**config.mk**
```make
export PLATFORM = sky130hd
export DESIGN_NAME = i2cm_fifo_status
export DESIGN_NICKNAME = d
export VERILOG_FILES = /design/src/rtl/i2cm_fifo_pkg.sv /design/src/rtl/i2cm_sync_fifo.sv /design/src/rtl/i2cm_event_flags.sv /design/src/rtl/i2cm_fifo_status.sv
export SDC_FILE = /design/constraint.sdc
export NUM_CORES = 1
export LEC_CHECK = 0
export BUFFER_PORTS_ARGS = -buffer_cell sky130_fd_sc_hd__buf_2
export CORE_MARGIN = 2
export CORE_UTILIZATION = 45
export DETAILED_ROUTE_END_ITERATION = 8
export PLACE_DENSITY_LB_ADDON = 0.12
export SETUP_SLACK_MARGIN = 0.3
export SLEW_MARGIN = 20
export SYNTH_ARGS = -nofsm -noshare
export SYNTH_HDL_FRONTEND = slang
export SYNTH_HIERARCHICAL = 1
export SYNTH_SLANG_ARGS = --single-unit
```
**constraint.sdc**
```tcl
create_clock -name clk -period 3.55 [get_ports clk]
set_input_delay 0.71 -clock clk [delete_from_list [all_inputs] [get_ports clk]]
set_output_delay 0.71 -clock clk [all_outputs]
set_load 0.01 [all_outputs]
```
**src/rtl/i2cm_fifo_pkg.sv**
```systemverilog
package i2cm_fifo_pkg;
  localparam int REG_AW = 5;
  localparam int REG_DW = 32;
  localparam int CMD_W  = 11;
  localparam int BYTE_W = 8;

  localparam logic [REG_AW-1:0] A_PARAM    = 5'h00;
  localparam logic [REG_AW-1:0] A_CTRL     = 5'h04;
  localparam logic [REG_AW-1:0] A_STATUS   = 5'h08;
  localparam logic [REG_AW-1:0] A_IRQEN    = 5'h0C;
  localparam logic [REG_AW-1:0] A_FIFOCTL  = 5'h10;
  localparam logic [REG_AW-1:0] A_FIFOSTAT = 5'h14;
  localparam logic [REG_AW-1:0] A_TXCMD    = 5'h18;
  localparam logic [REG_AW-1:0] A_RXDATA   = 5'h1C;

  localparam int B_TXREQ    = 0;
  localparam int B_RXRDY    = 1;
  localparam int B_STOP     = 9;
  localparam int B_NACK     = 10;
  localparam int B_ARB      = 11;
  localparam int B_RXEMPTY  = 14;
  localparam int B_MBUSY    = 24;
  localparam int B_LBUSY    = 25;
  localparam int B_FLUSH_TX = 8;
  localparam int B_FLUSH_RX = 9;
  localparam int RX_LSB     = 16;

  localparam int EV_STOP = 0;
  localparam int EV_NACK = 1;
  localparam int EV_ARB  = 2;
  localparam int N_EV    = 3;

  localparam logic [REG_DW-1:0] IRQ_EN_MASK =
    (32'd1 << B_TXREQ) | (32'd1 << B_RXRDY) | (32'd1 << B_STOP) |
    (32'd1 << B_NACK) | (32'd1 << B_ARB);
endpackage

```
**src/rtl/i2cm_sync_fifo.sv**
```systemverilog
module i2cm_sync_fifo #(
  parameter int W  = 8,
  parameter int L2 = 2
) (
  input  logic          clk,
  input  logic          rst,
  input  logic          flush,
  input  logic          push,
  input  logic [W-1:0]  din,
  input  logic          pop,
  output logic [W-1:0]  dout,
  output logic [L2:0]   count,
  output logic          empty,
  output logic          full
);
  localparam int DEPTH = 1 << L2;
  localparam logic [L2:0] DEPTH_C = (L2+1)'(DEPTH);

  logic [W-1:0]  mem [DEPTH];
  logic [L2-1:0] wp, rp;
  logic          do_push, do_pop;

  assign empty   = (count == '0);
  assign full    = (count == DEPTH_C);
  assign do_push = push && !full && !flush;
  assign do_pop  = pop && !empty && !flush;
  assign dout    = mem[rp];

  always_ff @(posedge clk) begin
    if (do_push) mem[wp] <= din;
  end

  always_ff @(posedge clk) begin
    if (rst || flush) begin
      wp    <= '0;
      rp    <= '0;
      count <= '0;
    end else begin
      if (do_push) wp <= wp + 1'b1;
      if (do_pop)  rp <= rp + 1'b1;
      count <= count + (L2+1)'(do_push) - (L2+1)'(do_pop);
    end
  end
endmodule

```
**src/rtl/i2cm_event_flags.sv**
```systemverilog
module i2cm_event_flags
  import i2cm_fifo_pkg::*;
(
  input  logic              clk,
  input  logic              rst,
  input  logic [N_EV-1:0]   ev_set,
  input  logic [N_EV-1:0]   ev_clr,
  input  logic              txreq,
  input  logic              rxrdy,
  input  logic              mbusy,
  input  logic              lbusy,
  input  logic [REG_DW-1:0] irq_en,
  output logic [REG_DW-1:0] status,
  output logic              irq
);
  logic [N_EV-1:0] sticky;
  localparam int EV_POS [N_EV] = '{B_STOP, B_NACK, B_ARB};

  always_ff @(posedge clk) begin
    if (rst) sticky <= '0;
    else     sticky <= ev_set | (sticky & ~ev_clr);
  end

  always_comb begin
    status          = '0;
    status[B_TXREQ] = txreq;
    status[B_RXRDY] = rxrdy;
    status[B_MBUSY] = mbusy;
    status[B_LBUSY] = lbusy;
    for (int i = 0; i < N_EV; i++) status[EV_POS[i]] = sticky[i];
  end

  always_ff @(posedge clk) begin
    if (rst) irq <= 1'b0;
    else     irq <= |(status & irq_en);
  end
endmodule

```
**src/rtl/i2cm_fifo_status.sv**
```systemverilog
module i2cm_fifo_status
  import i2cm_fifo_pkg::*;
#(
  parameter int TX_L2 = 2,
  parameter int RX_L2 = 2
) (
  input  logic              clk,
  input  logic              rst,
  input  logic              reg_req,
  input  logic              reg_we,
  input  logic [REG_AW-1:0] reg_addr,
  input  logic [REG_DW-1:0] reg_wdata,
  output logic [REG_DW-1:0] reg_rdata,
  output logic              cmd_valid,
  output logic [CMD_W-1:0]  cmd_word,
  input  logic              cmd_pop,
  input  logic              rx_push,
  input  logic [BYTE_W-1:0] rx_byte,
  input  logic              ev_stop,
  input  logic              ev_nack,
  input  logic              ev_arb_lost,
  input  logic              eng_busy,
  input  logic              line_busy,
  output logic              irq
);
  localparam int TXC_W = TX_L2 + 1;
  localparam int RXC_W = RX_L2 + 1;

  logic wr, rd;
  logic [REG_DW-1:0] irq_en_q;
  logic [TX_L2-1:0]  tx_wm_q;
  logic [RX_L2-1:0]  rx_wm_q;
  logic              tx_flush, rx_flush, tx_push, rx_pop, rd_status;
  logic [TXC_W-1:0]  tx_cnt;
  logic [RXC_W-1:0]  rx_cnt;
  logic              tx_empty, tx_full, rx_empty, rx_full;
  logic [BYTE_W-1:0] rx_head;
  logic [N_EV-1:0]   ev_set, ev_clr;
  logic [REG_DW-1:0] status_w;
  logic              txreq, rxrdy;

  assign wr        = reg_req && reg_we;
  assign rd        = reg_req && !reg_we;
  assign tx_push   = wr && (reg_addr == A_TXCMD);
  assign tx_flush  = wr && (reg_addr == A_CTRL) && reg_wdata[B_FLUSH_TX];
  assign rx_flush  = wr && (reg_addr == A_CTRL) && reg_wdata[B_FLUSH_RX];
  assign rx_pop    = rd && (reg_addr == A_RXDATA);
  assign rd_status = rd && (reg_addr == A_STATUS);

  always_ff @(posedge clk) begin
    if (rst) begin
      irq_en_q <= '0;
      tx_wm_q  <= '0;
      rx_wm_q  <= '0;
    end else if (wr) begin
      if (reg_addr == A_IRQEN) irq_en_q <= reg_wdata & IRQ_EN_MASK;
      if (reg_addr == A_FIFOCTL) begin
        tx_wm_q <= reg_wdata[TX_L2-1:0];
        rx_wm_q <= reg_wdata[RX_LSB +: RX_L2];
      end
    end
  end

  i2cm_sync_fifo #(.W(CMD_W), .L2(TX_L2)) u_txq (
    .clk(clk), .rst(rst), .flush(tx_flush),
    .push(tx_push), .din(reg_wdata[CMD_W-1:0]),
    .pop(cmd_pop), .dout(cmd_word),
    .count(tx_cnt), .empty(tx_empty), .full(tx_full)
  );

  i2cm_sync_fifo #(.W(BYTE_W), .L2(RX_L2)) u_rxq (
    .clk(clk), .rst(rst), .flush(rx_flush),
    .push(rx_push), .din(rx_byte),
    .pop(rx_pop), .dout(rx_head),
    .count(rx_cnt), .empty(rx_empty), .full(rx_full)
  );

  assign cmd_valid = !tx_empty;
  assign txreq     = tx_cnt <= {1'b0, tx_wm_q};
  assign rxrdy     = rx_cnt > {1'b0, rx_wm_q};

  assign ev_set[EV_STOP] = ev_stop;
  assign ev_set[EV_NACK] = ev_nack;
  assign ev_set[EV_ARB]  = ev_arb_lost;

  always_comb begin
    ev_clr = '0;
    if (wr && reg_addr == A_STATUS) begin
      ev_clr[EV_STOP] = reg_wdata[B_STOP];
      ev_clr[EV_NACK] = reg_wdata[B_NACK];
      ev_clr[EV_ARB]  = reg_wdata[B_ARB];
    end
  end

  i2cm_event_flags u_flags (
    .clk(clk), .rst(rst), .ev_set(ev_set), .ev_clr(ev_clr),
    .txreq(txreq), .rxrdy(rxrdy), .mbusy(eng_busy), .lbusy(line_busy),
    .irq_en(irq_en_q), .status(status_w), .irq(irq)
  );

  always_ff @(posedge clk) begin
    if (rst) begin
      reg_rdata <= '0;
    end else if (rd) begin
      reg_rdata <= '0;
      case (reg_addr)
        A_PARAM: begin
          reg_rdata[3:0]  <= 4'(TX_L2);
          reg_rdata[11:8] <= 4'(RX_L2);
        end
        A_STATUS:  reg_rdata <= status_w;
        A_IRQEN:   reg_rdata <= irq_en_q;
        A_FIFOCTL: begin
          reg_rdata[TX_L2-1:0]       <= tx_wm_q;
          reg_rdata[RX_LSB +: RX_L2] <= rx_wm_q;
        end
        A_FIFOSTAT: begin
          reg_rdata[7:0]            <= 8'(tx_cnt);
          reg_rdata[RX_LSB +: 8]    <= 8'(rx_cnt);
        end
        A_RXDATA: begin
          reg_rdata[B_RXEMPTY] <= rx_empty;
          reg_rdata[7:0]       <= rx_empty ? '0 : rx_head;
        end
        default: reg_rdata <= '0;
      endcase
    end
  end
endmodule

```
==> impl_metrics.json, run 1 <==
{
  "start_util_pct": 46.1,
  "p_leak_nw": 2.78,
  "die_area_sq_mm": 0.0145,
  "setup_viol": 0,
  "ys_warn_count": 6,
  "cp_slowest_cell": "or3_1",
  "cts_sinks": 139,
  "grt.total_usage_pct": 18.3,
  "synth_edf_count": 76,
  "dp.cells": 740,
  "totalWireLength_um": 12400,
  "final.setup.tns_ps": 0,
  "yosysTopAreaCellShare_pct": 37.4,
  "whs_ps": 450,
  "period_share_pct": 81.5,
  "path_clk_slew_ps": 60,
  "r2r_slack_ps": 1090,
  "area_growth_pct": 19.4,
  "n_fill_cell": 1144,
  "nNetsFinal": 657,
  "ys_async_sr_fraction_pct": 0,
  "via_per_inst": 5.11,
  "hold_path_class": "flop to flop",
  "cts-root-buf": "clkbuf_16",
  "slew_headroom_pct": 42.9,
  "crit_buf_inv": 2,
  "drt_iter0_drc": 255,
  "drc": 0,
  "fin_cells": 772,
  "timing.rr.start": "u_rxq/count[1]",
  "cellInternalPower_mw": 3.39,
  "crit_chain": "buf_2, or3_1, nor2_1, and3_1, nor2_1, ha_1, inv_1, ha_1, fa_1, xnor2_1, xnor2_1, nor3_1",
  "p_total_mw": 4.46,
  "synth_area_leaders": "edfxtp_1, dfxtp_1, mux4_2",
  "htreeDepth": 4,
  "ys_seq_area_share_pct": 58.1,
  "max_freq_mhz": 346,
  "synth_xor_area_share_pct": 1.15,
  "clock_power_share_pct": 44.3,
  "switchingPower_mw": 1.08,
  "ctsResizeCount": 0,
  "worst-path-max-fanout": 7,
  "ios": 101,
  "power_density_mw_per_mm2": 613,
  "antenna_found_initial": 0,
  "cp.arrival_ps": 3160,
  "cts_buffers": 17,
  "min_to": "reg_rdata[24]",
  "post_cts_buffers": 0,
  "vias": 3947,
  "chipHeight_um": 120,
  "synth-seq-cells": 139,
  "grt_max_degree": 46,
  "yosysMostFrequentCell": "edfxtp_1",
  "p_comb_share_pct": 13.1,
  "numPortBuffers": 82,
  "firstDrtPassIters": 5,
  "r2r-end": "u_rxq/count[2]",
  "ant_nets": 0,
  "wl_per_cell_um": 16.1,
  "overflow": 0,
  "peakVddDrop_uv": 328,
  "final_util_pct": 55.0,
  "status": "complete, no violations",
  "cts_tree": "yes",
  "synth_largest_area_cell": "edfxtp_1",
  "critPathKind": "input port to flop",
  "hold_buffers": 0,
  "required_ps": 3820,
  "hold_viol_final": 0,
  "setup_ws_ps": 658,
  "layout_min_cycle_time_ps": 2890,
  "synth-compound-area-share_pct": 7.48,
  "hold_start": "reg_rdata[24]",
  "ys_top_cells_by_count": "edfxtp_1, dfxtp_1, buf_4, nor2_1",
  "coreArea_sq_mm": 0.0132,
  "slew_viol_final": 0,
  "max_stage_delay_ps": 390,
  "syn_area_sq_mm": 0.00610,
  "seqPwrFrac_pct": 42.6,
  "place_area_sq_mm": 0.00662,
  "multi_input_area_sq_mm": 0.00223,
  "synth_top_family_by_area": "simple AND/OR/NAND/NOR gates",
  "core.rowCount": 42,
  "cp-start-kind": "input port",
  "diodes": 0,
  "final_area_sq_mm": 0.00729,
  "clockBufferDepth": 2,
  "synth_cell_types": 53,
  "synth_fa_ha_area_share_pct": 3.94,
  "finalClockSkew_ps": 5.28,
  "ys.flop_type": "edfxtp_1",
  "clkLatencyLatePin_ps": 420,
  "timing_worst_slew_pin_value_ps": 856,
  "yosys.area_share.simple_pct": 13.2,
  "max_cap_viol_count": 0,
  "seq_area_sq_mm": 0.00354,
  "grt_first_pass_wirelength_um": 20100,
  "syn_inst": 493,
  "avgSynthCellArea_sq_um": 12.4,
  "grt_pass1_vias": 3927,
  "rsz0062_at_grt": "no",
  "r2r_cells": 11,
  "dp_hpwl_um": 8570,
  "endpoint_kind": "flop",
  "muxShareOfSynthArea_pct": 9.14,
  "holdPathStages": 2,
  "dp_slack_ps": 235,
  "drive_above_1_share_pct": 26.7,
  "switching_share_pct": 24.1,
  "place.gp.congestion": 0.764,
  "path_delay_family": "simple AND/OR/NAND/NOR gates",
  "die-width_um": 120
}
## registers in the layout, indices dropped and copies added, names as in the netlist, named ones only
name,flops
reg_rdata,32
u_flags/sticky,3
tx_wm_q,2
u_flags/irq,1
u_rxq/mem,32
rx_wm_q,2
u_txq/mem,44
u_txq/count,3
u_txq/wp,2
u_rxq/rp,2
irq_en_q,5
u_txq/rp,2
u_rxq/count,3
u_rxq/wp,2
## cell families after synthesis
logic type | Yosys count
compound gates | 70
fa+ha+maj | 18
other cells | 2
buf+inv | 77
flops | 139
simple gates | 147
xor+xnor | 8
mux | 32
## power groups by stage
stage               sequential (mW)  combinational (mW)  clock (mW)
finish                         1.90               0.585        1.98
global route                   1.92               0.654        2.08
CTS                            1.91               0.591        2.01
detailed placement             1.94               0.587           0
global placement               1.93               0.570           0
floorplan                      1.87               0.493           0
## tightest hold or removal path: stages (launching register included)
cell and delay, ps:
dfxtp_1 310, nand2_1 50, a21oi_1 50
## cells in the final DEF, fill, tap and decap left out, types with 9 or more instances in the layout
| cell | instances |
|---|---|
| nand2_1 | 27 |
| ha_1 | 16 |
| a221oi_1 | 9 |
| inv_1 | 25 |
| buf_2 | 82 |
| clkbuf_16 | 17 |
| nor3_1 | 19 |
| buf_4 | 14 |
| conb_1 | 27 |
| a21oi_1 | 27 |
| edfxtp_1 | 76 |
| and2_1 | 14 |
| nand3_1 | 22 |
| dfxtp_1 | 63 |
| nor2_1 | 31 |
| mux2i_1 | 13 |
| mux4_2 | 19 |
## worst max-delay path by stage
stage,slack (ps),cells past startpoint,end,startpoint
after floorplan,560,12,u_rxq/count[2],reg_addr[1]
after global placement,280,12,u_rxq/count[2],reg_addr[1]
after detailed placement,230,12,u_rxq/count[2],reg_addr[1]
after CTS,670,12,u_rxq/count[2],reg_addr[1]
after global routing,500,12,u_rxq/count[2],reg_addr[1]
final,660,12,u_rxq/count[2],reg_addr[1]
## per-layer routing
layer | GRT usage, % | wire length (um)
met3 | 4.72 | 610
met1 | 24.3 | 5750
met4 | 6.47 | 98
met5 | 0 | 0
met2 | 29.1 | 5960
## cell type report
| cell class | count | area share, % |
|---|---|---|
| inverters | 27 | 1.43 |
| flip-flops and latches | 139 | 48.6 |
| clock buffers | 17 | 5.84 |
| repair buffers | 96 | 7.08 |
| clock inverters | 15 | 3.37 |
| multi-input cells | 302 | 30.6 |
| well taps | 176 | 3.02 |
(Power assumes the default switching activity.)
==> run 2, diff against run 1 <==
- clock period: 3.55 -> 2.55 ns (I/O delays scaled with it)
==> impl_metrics.json, run 2 (same netlist as run 1, synthesis figures left out) <==
{
  "period_share_pct": 91.9,
  "n_fill_cell": 1097,
  "final_util_pct": 58.6,
  "nNetsFinal": 693,
  "timing_worst_slew_pin_value_ps": 709,
  "fin_cells": 808,
  "p_leak_nw": 2.99,
  "coreArea_sq_mm": 0.0132,
  "hold_buffers": 0,
  "peakVddDrop_uv": 515,
  "regMostFlops": "u_txq/mem",
  "dp.cells": 769,
  "cts_sinks": 139,
  "grt_first_pass_wirelength_um": 20200,
  "cts_tree": "yes",
  "cts-root-buf": "clkbuf_16",
  "drt_iter0_drc": 204,
  "endpoint_kind": "flop",
  "crit_chain": "buf_8, or3_4, nor2_4, and3_4, nor2_4, ha_4, inv_2, ha_4, fa_2, xnor2_2, xnor2_2, nor3_2",
  "slew_viol_final": 0,
  "hold_viol_final": 0,
  "setup_ws_ps": 206,
  "overflow": 0,
  "largest_reg_flops": 44,
  "required_ps": 2890,
  "dp_slack_ps": -305,
  "dp_hpwl_um": 8890,
  "core.rowCount": 42,
  "layout_min_cycle_time_ps": 2340,
  "layout_commonest_cell": "buf_2",
  "grt_pass1_vias": 4028,
  "power_density_mw_per_mm2": 828,
  "die-width_um": 120,
  "setup_viol": 0,
  "critPathKind": "input port to flop",
  "start_util_pct": 46.1,
  "vias": 4017,
  "path_clk_slew_ps": 60,
  "place.gp.congestion": 0.804,
  "finalClockSkew_ps": 3.92,
  "reg.largest.list": "u_txq/mem x44, reg_rdata x32, u_rxq/mem x32",
  "diodes": 0,
  "layout_common_cells": "buf_2, edfxtp_1, dfxtp_1",
  "rsz0062_at_grt": "yes",
  "grt.total_usage_pct": 18.2,
  "max_cap_viol_count": 0,
  "antenna_found_initial": 0,
  "firstDrtPassIters": 4,
  "clkLatencyLatePin_ps": 420,
  "hold_path_class": "input port to flop",
  "p_total_mw": 6.42,
  "wl_per_cell_um": 15.6,
  "clockBufferDepth": 2,
  "max_stage_delay_ps": 400,
  "crit_buf_inv": 2,
  "max_freq_mhz": 427,
  "cts_buffers": 17,
  "slew_headroom_pct": 52.7,
  "htreeDepth": 4,
  "grt_max_degree": 36,
  "area_growth_pct": 27.1,
  "cp.arrival_ps": 2680,
  "drive_above_1_share_pct": 36.1,
  "cp-start-kind": "input port",
  "totalWireLength_um": 12600,
  "die_area_sq_mm": 0.0145,
  "cp_slowest_cell": "or3_4",
  "chipHeight_um": 120,
  "via_per_inst": 4.97,
  "path_delay_family": "simple AND/OR/NAND/NOR gates",
  "numPortBuffers": 82,
  "ios": 101,
  "drc": 0,
  "ant_nets": 0,
  "status": "complete, no violations",
  "worst-path-max-fanout": 3
}
## run 2: cell types whose count changed in the layout (fill, tap and decap cells not counted), moves of 4 or more
cell and delta:
buf_4 +33, dfxtp_1 -6, buf_6 +4, dfxtp_2 +4, inv_6 +4
## run 2: area by class of cell
cell class	count	area, sq um	area share (%)
Tap cell	176	220	2.84
Inverter	27	104	1.34
Clock buffer	17	425	5.49
Multi-Input combinational cell	302	2380	30.8
Clock inverter	15	236	3.05
Timing Repair Buffer	132	828	10.7
Sequential cell	139	3560	45.9
## run 2: worst reg2reg max path: cells and delay by family, from the launching register on
family | cells | cell delay (ps)
xor gates and xnor gates | 2 | 300
adders and majority gates | 3 | 780
buffers and inverters | 3 | 170
DFF | 1 | 430
and+or+nand+nor | 3 | 530
## run 2: worst paths after layout
| path | from | to | slack (ps) | depth (start not counted) |
|---|---|---|---|---|
| worst max-delay path | reg_addr[0] | u_txq/count[2] | 210 | 12 |
| worst min-delay path | reg_wdata[2] | u_txq/mem[0][2] | 310 | 1 |
| worst max register to register | u_txq/count[0] | u_txq/count[2] | 270 | 11 |
| worst min register to register | reg_rdata[21] | reg_rdata[21] | 450 | 2 |
## run 2: power by group
part / total, mW / switching [mW] / internal [mW]
registers: 2.63 / 0.136 / 2.49
clock network: 2.73 / 0.974 / 1.76
logic: 1.06 / 0.522 / 0.539
total: 6.42 / 1.63 / 4.79
## run 2: layer usage
layer / routed length, um / GRT usage [%]
met1: 6010 / 24.3
met2: 5890 / 28.8
met3: 531 / 5.28
met4: 153 / 5.67
met5: 0 / 0
## run 2: stage by stage
stage | TNS (ps) | cell area [sq um] | hold WS [ps]
finish | 0 | 7750 | 307
global placement | -713 | 6870 | 436
floorplan | -209 | 6240 | 456
global route | 0 | 7750 | 295
detailed placement | -908 | 6870 | 443
CTS | 0 | 7580 | 289
## run 2: repair_timing
item / 4_1_cts / 5_1_grt
endpoints found under the setup margin: 4 / 6
setup buffers: 0 / 7
pin swaps: 7 / 15
cloned: 0 / 0
gates resized for setup: 14 / 27
==> run 3, diff against run 2 <==
- CORE_UTILIZATION: 45 -> 51
==> impl_metrics.json, run 3 (same netlist as run 1, synthesis figures left out) <==
{
  "status": "complete, no violations",
  "area_growth_pct": 23.0,
  "peakVddDrop_uv": 445,
  "required_ps": 2830,
  "final_util_pct": 64.9,
  "drc": 0,
  "setup_viol": 0,
  "multi_input_area_sq_mm": 0.00233,
  "period_share_pct": 90.7,
  "wl_per_cell_um": 15.9,
  "overflow": 0,
  "place.gp.congestion": 0.830,
  "p_leak_nw": 2.90,
  "totalWireLength_um": 12200,
  "cts_buffers": 17,
  "layout_min_cycle_time_ps": 2310,
  "diodes": 0,
  "drt_iter0_drc": 345,
  "ant_nets": 0,
  "seq_area_sq_mm": 0.00356,
  "max_freq_mhz": 432,
  "worst-path-max-fanout": 3,
  "cts_sinks": 139,
  "grt_pass1_vias": 4035,
  "place_area_sq_mm": 0.00680,
  "die_area_sq_mm": 0.0129,
  "start_util_pct": 52.8,
  "finalClockSkew_ps": 6.95,
  "dp_slack_ps": -267,
  "clockBufferDepth": 2,
  "numPortBuffers": 82,
  "n_fill_cell": 922,
  "coreArea_sq_mm": 0.0116,
  "layout_commonest_cell": "buf_2",
  "chipHeight_um": 113,
  "grt_max_degree": 25,
  "hold_viol_final": 0,
  "regMostFlops": "u_txq/mem",
  "rsz0062_at_grt": "yes",
  "cp-start-kind": "input port",
  "r2r_slack_ps": 260,
  "firstDrtPassIters": 4,
  "endpoint_kind": "flop",
  "hold_buffers": 0,
  "die-width_um": 113,
  "path_clk_slew_ps": 60,
  "final_area_sq_mm": 0.00750,
  "core.rowCount": 39,
  "ios": 101,
  "slew_viol_final": 0,
  "cts_tree": "yes",
  "clkLatencyLatePin_ps": 420,
  "vias": 4032,
  "dp.cells": 732,
  "nNetsFinal": 684,
  "dp_hpwl_um": 8580,
  "setup_ws_ps": 236,
  "hold_path_class": "input port to flop",
  "via_per_inst": 5.26,
  "grt_first_pass_wirelength_um": 20200,
  "fin_cells": 766,
  "critPathKind": "input port to flop",
  "drive_above_1_share_pct": 33.4,
  "reg.largest.list": "u_txq/mem x44, reg_rdata x32, u_rxq/mem x32",
  "grt.total_usage_pct": 20.6,
  "cts-root-buf": "clkbuf_16",
  "max_cap_viol_count": 0,
  "power_density_mw_per_mm2": 798,
  "p_total_mw": 5.99,
  "layout_common_cells": "buf_2, edfxtp_1, dfxtp_1",
  "largest_reg_flops": 44,
  "htreeDepth": 4,
  "cp.arrival_ps": 2600,
  "antenna_found_initial": 0
}
## run 3: through the flow
step	hold WS [ps]	setup TNS (ps)
final	308	0
after global routing	299	0
after CTS	289	0
after detailed placement	443	-674
after global placement	436	-609
after floorplan	456	-209
## run 3: critical path: stages
cell     delay [ps]
buf_2           120
buf_4           140
nor2b_2         170
and3_4          200
nor3_4          190
inv_1            60
ha_1            270
inv_1            40
ha_1            180
fa_2            360
xnor2_2         140
xnor2_1         160
nor3_1           60
## run 3: metal layers
layer / wire length (um) / vias up / share of wire (%) / track usage, %
li1: - / 1970 / - / -
met1: 5720 / 1954 / 47 / 28.5
met2: 5760 / 92 / 47 / 31.6
met3: 539 / 16 / 4.4 / 4.78
met4: 193 / 0 / 1.6 / 8.86
met5: 0 / - / 0 / 0
## run 3: path summary, 6_finish.rpt
kind	startpoint	to	cells after the start
max reg2reg	u_txq/count[2]	u_txq/count[2]	11
min reg2reg	reg_rdata[24]	reg_rdata[24]	2
max	reg_addr[2]	u_txq/count[2]	13
min	reg_wdata[6]	u_txq/mem[2][6]	1
## run 3: area by class of cell
class                   instances  area share, %
clock inverters                15           2.08
flip-flops and latches        139           47.5
inverters                      27           1.40
repair buffers                123           9.99
clock buffers                  17           5.67
well taps                     143           2.38
multi-input cells             302           31.0
## run 3: power breakdown
group          internal (mW)  switching, mW
logic                  0.485          0.498
clock network           1.51          0.880
registers               2.50          0.116
## run 3: repair_timing
item	in CTS	in global routing
resized for setup	11	22
pin swaps	8	10
setup endpoints to repair	3	6
setup buffers	0	2
